[src/rtl/prb_pkg.sv]
// Package: shared mode encoding for the protection region bounds decoder.
// Assumes the 2-bit mode field uses the encodings listed below.
package prb_pkg;

    typedef enum logic [1:0] {
        RM_OFF   = 2'd0,
        RM_TOR   = 2'd1,
        RM_NA4   = 2'd2,
        RM_NAPOT = 2'd3
    } region_mode_e;

endpackage

[src/rtl/prb_entry_dec.sv]
// Module: prb_entry_dec
// Decodes one protection entry into inclusive byte bounds at XLEN+2 bits.
// Assumes the address registers hold byte address bits [XLEN+1:2].
// The logic is purely combinational.
module prb_entry_dec
    import prb_pkg::*;
#(
    parameter int XLEN = 32
) (
    input  logic [1:0]        mode_i,
    input  logic [XLEN-1:0]   addr_cur_i,
    input  logic [XLEN-1:0]   addr_prev_i,
    output logic [XLEN+1:0]   start_o,
    output logic [XLEN+1:0]   end_o
);
    localparam int W = XLEN + 2;

    region_mode_e  mode;
    logic [W-1:0]  base_cur;
    logic [W-1:0]  base_prev;
    logic [W-1:0]  napot_v;
    logic [W-1:0]  napot_inc;
    logic [W-1:0]  span;

    // Select the bounds for the mode and check the shape of the result.
    always_comb begin : decode_bounds
        mode      = region_mode_e'(mode_i);
        base_cur  = {addr_cur_i, 2'b00};
        base_prev = {addr_prev_i, 2'b00};
        napot_v   = base_cur | W'(3);
        napot_inc = napot_v + W'(1);
        unique case (mode)
            RM_OFF: begin
                start_o = '0;
                end_o   = '1;
            end
            RM_TOR: begin
                start_o = base_prev;
                end_o   = base_cur - W'(1);
                if (start_o > end_o) begin
                    start_o = '0;
                    end_o   = '0;
                end
            end
            RM_NA4: begin
                start_o = base_cur;
                end_o   = base_cur | W'(3);
            end
            default: begin
                start_o = napot_v & napot_inc;
                end_o   = napot_v | napot_inc;
            end
        endcase
        span = end_o - start_o;

        if (mode == RM_OFF) begin
            a_r1_off_full: assert ((start_o == '0) && (&end_o))
                else $error("OFF entry does not span the whole space");
        end
        if (mode == RM_TOR) begin
            a_r3_tor_order: assert (start_o <= end_o)
                else $error("top-of-range bounds inverted");
        end
        if (mode == RM_NA4) begin
            a_r5_na4_width: assert (span == W'(3))
                else $error("four-byte region has wrong width");
        end
        if (mode == RM_NAPOT) begin
            a_r6_napot_pow2: assert ((((span + W'(1)) & span) == '0) && ((start_o & span) == '0))
                else $error("power-of-two region not aligned");
        end
    end

endmodule

[src/rtl/prb_active_count.sv]
// Module: prb_active_count
// Counts the entries whose mode field is not OFF.
// Assumes entry i's mode sits at bits [2i+1:2i] of the input vector.
module prb_active_count #(
    parameter int N  = 16,
    parameter int CW = $clog2(N + 1)
) (
    input  logic [2*N-1:0] mode_vec_i,
    output logic [CW-1:0]  count_o
);
    logic any_on;

    // Sum the active entries and check the count against the any-active flag.
    always_comb begin : count_active
        count_o = '0;
        any_on  = 1'b0;
        for (int i = 0; i < N; i++) begin
            if (mode_vec_i[2*i +: 2] != 2'd0) begin
                count_o = count_o + CW'(1);
                any_on  = 1'b1;
            end
        end
        a_r8_count_range: assert ((count_o <= CW'(N)) && ((count_o != '0) == any_on))
            else $error("active count inconsistent");
    end

endmodule

[src/rtl/prb_bounds_decoder.sv]
// Module: prb_bounds_decoder (top)
// Decodes every entry of a protection table into inclusive byte bounds.
// Also reports the number of active entries.
// Assumes flat packed vectors, with entry i in slice i of each vector.
module prb_bounds_decoder #(
    parameter int XLEN = 32,
    parameter int N    = 16,
    parameter int W    = XLEN + 2,
    parameter int CW   = $clog2(N + 1)
) (
    input  logic [2*N-1:0]    mode_vec,
    input  logic [N*XLEN-1:0] addr_vec,
    output logic [N*W-1:0]    start_vec,
    output logic [N*W-1:0]    end_vec,
    output logic [CW-1:0]     active_cnt
);

    // One decoder per entry, chained to the previous entry's register.
    for (genvar gi = 0; gi < N; gi++) begin : g_entry
        logic [XLEN-1:0] prev_addr;
        if (gi == 0) begin : g_first
            assign prev_addr = '0;
        end else begin : g_chain
            assign prev_addr = addr_vec[(gi-1)*XLEN +: XLEN];
        end
        prb_entry_dec #(.XLEN(XLEN)) u_dec (
            .mode_i      (mode_vec[2*gi +: 2]),
            .addr_cur_i  (addr_vec[gi*XLEN +: XLEN]),
            .addr_prev_i (prev_addr),
            .start_o     (start_vec[gi*W +: W]),
            .end_o       (end_vec[gi*W +: W])
        );
    end

    prb_active_count #(.N(N), .CW(CW)) u_count (
        .mode_vec_i (mode_vec),
        .count_o    (active_cnt)
    );

endmodule

[config.mk]
export PLATFORM = sky130hd
export DESIGN_NAME = prb_bounds_decoder
export DESIGN_NICKNAME = d
export VERILOG_FILES = /design/src/rtl/prb_pkg.sv /design/src/rtl/prb_entry_dec.sv /design/src/rtl/prb_active_count.sv /design/src/rtl/prb_bounds_decoder.sv
export SDC_FILE = /design/constraint.sdc
export NUM_CORES = 2
export LEC_CHECK = 0
export BUFFER_PORTS_ARGS = -buffer_cell sky130_fd_sc_hd__buf_2
export CORE_AREA = 5 5 630 632
export DETAILED_ROUTE_END_ITERATION = 10
export DIE_AREA = 0 0 635 637
export RECOVER_POWER = 25
export SKIP_LAST_GASP = 1
export SYNTH_ARGS = -nofsm -noshare
export SYNTH_HDL_FRONTEND = slang
export SYNTH_SLANG_ARGS = --single-unit
[constraint.sdc]
create_clock -name vclk -period 10
set_clock_uncertainty 0.05 [all_clocks]
set_input_delay 0 -clock vclk [all_inputs]
set_output_delay 0 -clock vclk [all_outputs]
set_load 0.1 [all_outputs]
==> qor.txt <==
MaxCap Viol Count = 44
Yosys cell types = 103
Setup crit start kind = input pin
DP HPWL = 418000 µm
Slew @ Worst Pin = 2200 ps
drt pass-1 iters = 10
Cells after DPL = 13300
setup TNS = 0 ps
Vias = 64900
vias in the first global route = 59600
GPL Wtd Cong = 1.07
Core Region = 391000 µm²
PortBufs = 1603
post-route cell area = 57400 µm²
Fin. Hold Viols = 0
DR DRC count = 0
layout cells sized above 1 = 20.5%
sequential cell area fraction in the yosys report = 0%
Mean Syn Cell Area = 6.33 µm²
Initial Util = 11.3%
kind of critical path = in2out
Max Clk Rate = 108 MHz
Slew Limit Headroom = -45.9%
drt wl/cell = 35.5 µm
fin. max-slew vios = 124
arrival time worst endpoint = 9240 ps
Die ar. = 404000 µm²
Ports = 1637
hold path depth = 4
Final ANT Viol Nets = 0
Worst Hold Endpoint = end_vec[203]
final setup fails = 0
register area = 0 µm²
Required @ worst endpoint = 9950 ps
Tmin final = 9290 ps
Site Rows = 230
largest net degree at the start of global routing = 67
hold wc startpoint = addr_vec[191]
Via density = 4.85
clock buf count = 0
Iter 0 DRT Violations = 7792
RSZ-0062 raised after global routing = false
post-synthesis instance total = 6992
fin crit share = 92.9%
Max FO, Critical Path = 4
cell area after synthesis = 44300 µm²
Fill cells = 46000
outcome = finished with violations
minimum hold slack = 507 ps
Placed Area = 57500 µm²
Die Y = 637 µm
Syn. warnings = 0
nets = 9173
Area Growth Syn to Fin = 29.6%
postcts setup bufs = 0
FF+latch count = 0
CP max stage cell = ha_1
WL final = 475000 µm
most frequent cell on the critical path = ha_1
Tot GR Track Use = 22.0%
Hold Path Class = in2out
Cell Count, Final, Fillers Out = 13400
failing checks = capacitance limit, slew limit
CP max stage delay = 400 ps
crit path capture type = primary output
Die X = 635 µm
initial antenna violation count = 160
total grt overflow = 0
first-pass GRT wire length = 604000 µm
## kinds of logic (layout without fill, tap and decap cells)
family / after synthesis / in the layout / synth area share, %
other: 2 / 109 / 0.0170
adder cells (fa/ha/maj): 543 / 543 / 15.3
AND/OR/NAND/NOR: 2594 / 2594 / 28.7
buffers and inverters: 1036 / 2096 / 9.33
AO/OA/AOI/OAI: 2298 / 2298 / 36.0
multiplexers: 17 / 17 / 0.398
XOR/XNOR: 502 / 502 / 10.2
## per-stage QoR
step                      setup WS [ps]  utilization [%]
after CTS                          33.7             14.7
after floorplan                    1110                -
after global placement             -125             14.7
after detailed placement           92.1             14.7
after global routing               45.0             14.7
final                               715             14.7
## layer usage
layer,up-vias,track usage [%],wire [µm]
met5,-,0,613
met4,90,19.1,54100
met3,1177,4.52,37200
met2,4543,42.7,250000
met1,31000,19.1,133000
li1,28000,-,-
## layout by cell type, fill, tap and decap left out, types with 116 or more instances in the layout
master and n:
o21ai_0 504, nor2_1 598, ha_1 543, a32o_1 215
nand4_1 162, inv_1 333, nand3_1 206, a21oi_1 449
or3_1 116, a21o_1 220, nor3_1 224, o21a_1 144
clkbuf_1 260, buf_4 150, xnor2_1 387, buf_2 1340
nand2_1 697
## cell usage after synthesis, drive strengths merged, types with 55 or more instances
library cell	number	area (µm²)
a21o	221	1660
a21oi	452	2260
a22o	100	876
a22oi	55	413
a31oi	62	388
a32o	215	2150
and3	105	657
buf	97	593
clkbuf	597	2250
ha	543	6790
inv	335	1260
nand2	697	2620
nand2b	92	576
nand3	206	1030
nand4	162	1010
nor2	619	2340
nor2b	61	382
nor3	234	1220
nor4	101	663
o21a	144	1080
o21ai	509	2550
o22a	88	771
or3	119	759
xnor2	393	3470
xor2	103	928
## cell type report
cell class | instances | area [µm²] | area share [%]
antenna | 75 | 188 | 0.327
inverter | 341 | 1280 | 2.23
multi-input combinational | 5988 | 40500 | 70.6
tap | 5220 | 6530 | 11.4
timing repair buffer | 1755 | 8900 | 15.5
## worst max path at each step
stage | endpoint | start | cells after the start
2_1_floorplan | active_cnt[4] | mode_vec[3] | 46
3_3_place_gp | active_cnt[4] | mode_vec[3] | 47
3_5_place_dp | active_cnt[4] | mode_vec[3] | 47
4_1_cts | active_cnt[4] | mode_vec[3] | 47
5_1_grt | active_cnt[4] | mode_vec[0] | 49
6_report | active_cnt[4] | mode_vec[3] | 48
## what timing repair did
item / in CTS / in global routing
setup endpoints to repair: 0 / 3
resized for setup: 0 / 9
hold buffers: 0 / 0
## critical path, delay by kind of cell
family / cells / cell delay [ps]
AOI/OAI and AO/OA: 14 / 2260
xor gates and xnor gates: 9 / 1940
adders and majority gates: 8 / 2340
buffers and inverters: 6 / 770
muxes: 5 / 970
and+or+nand+nor: 6 / 930
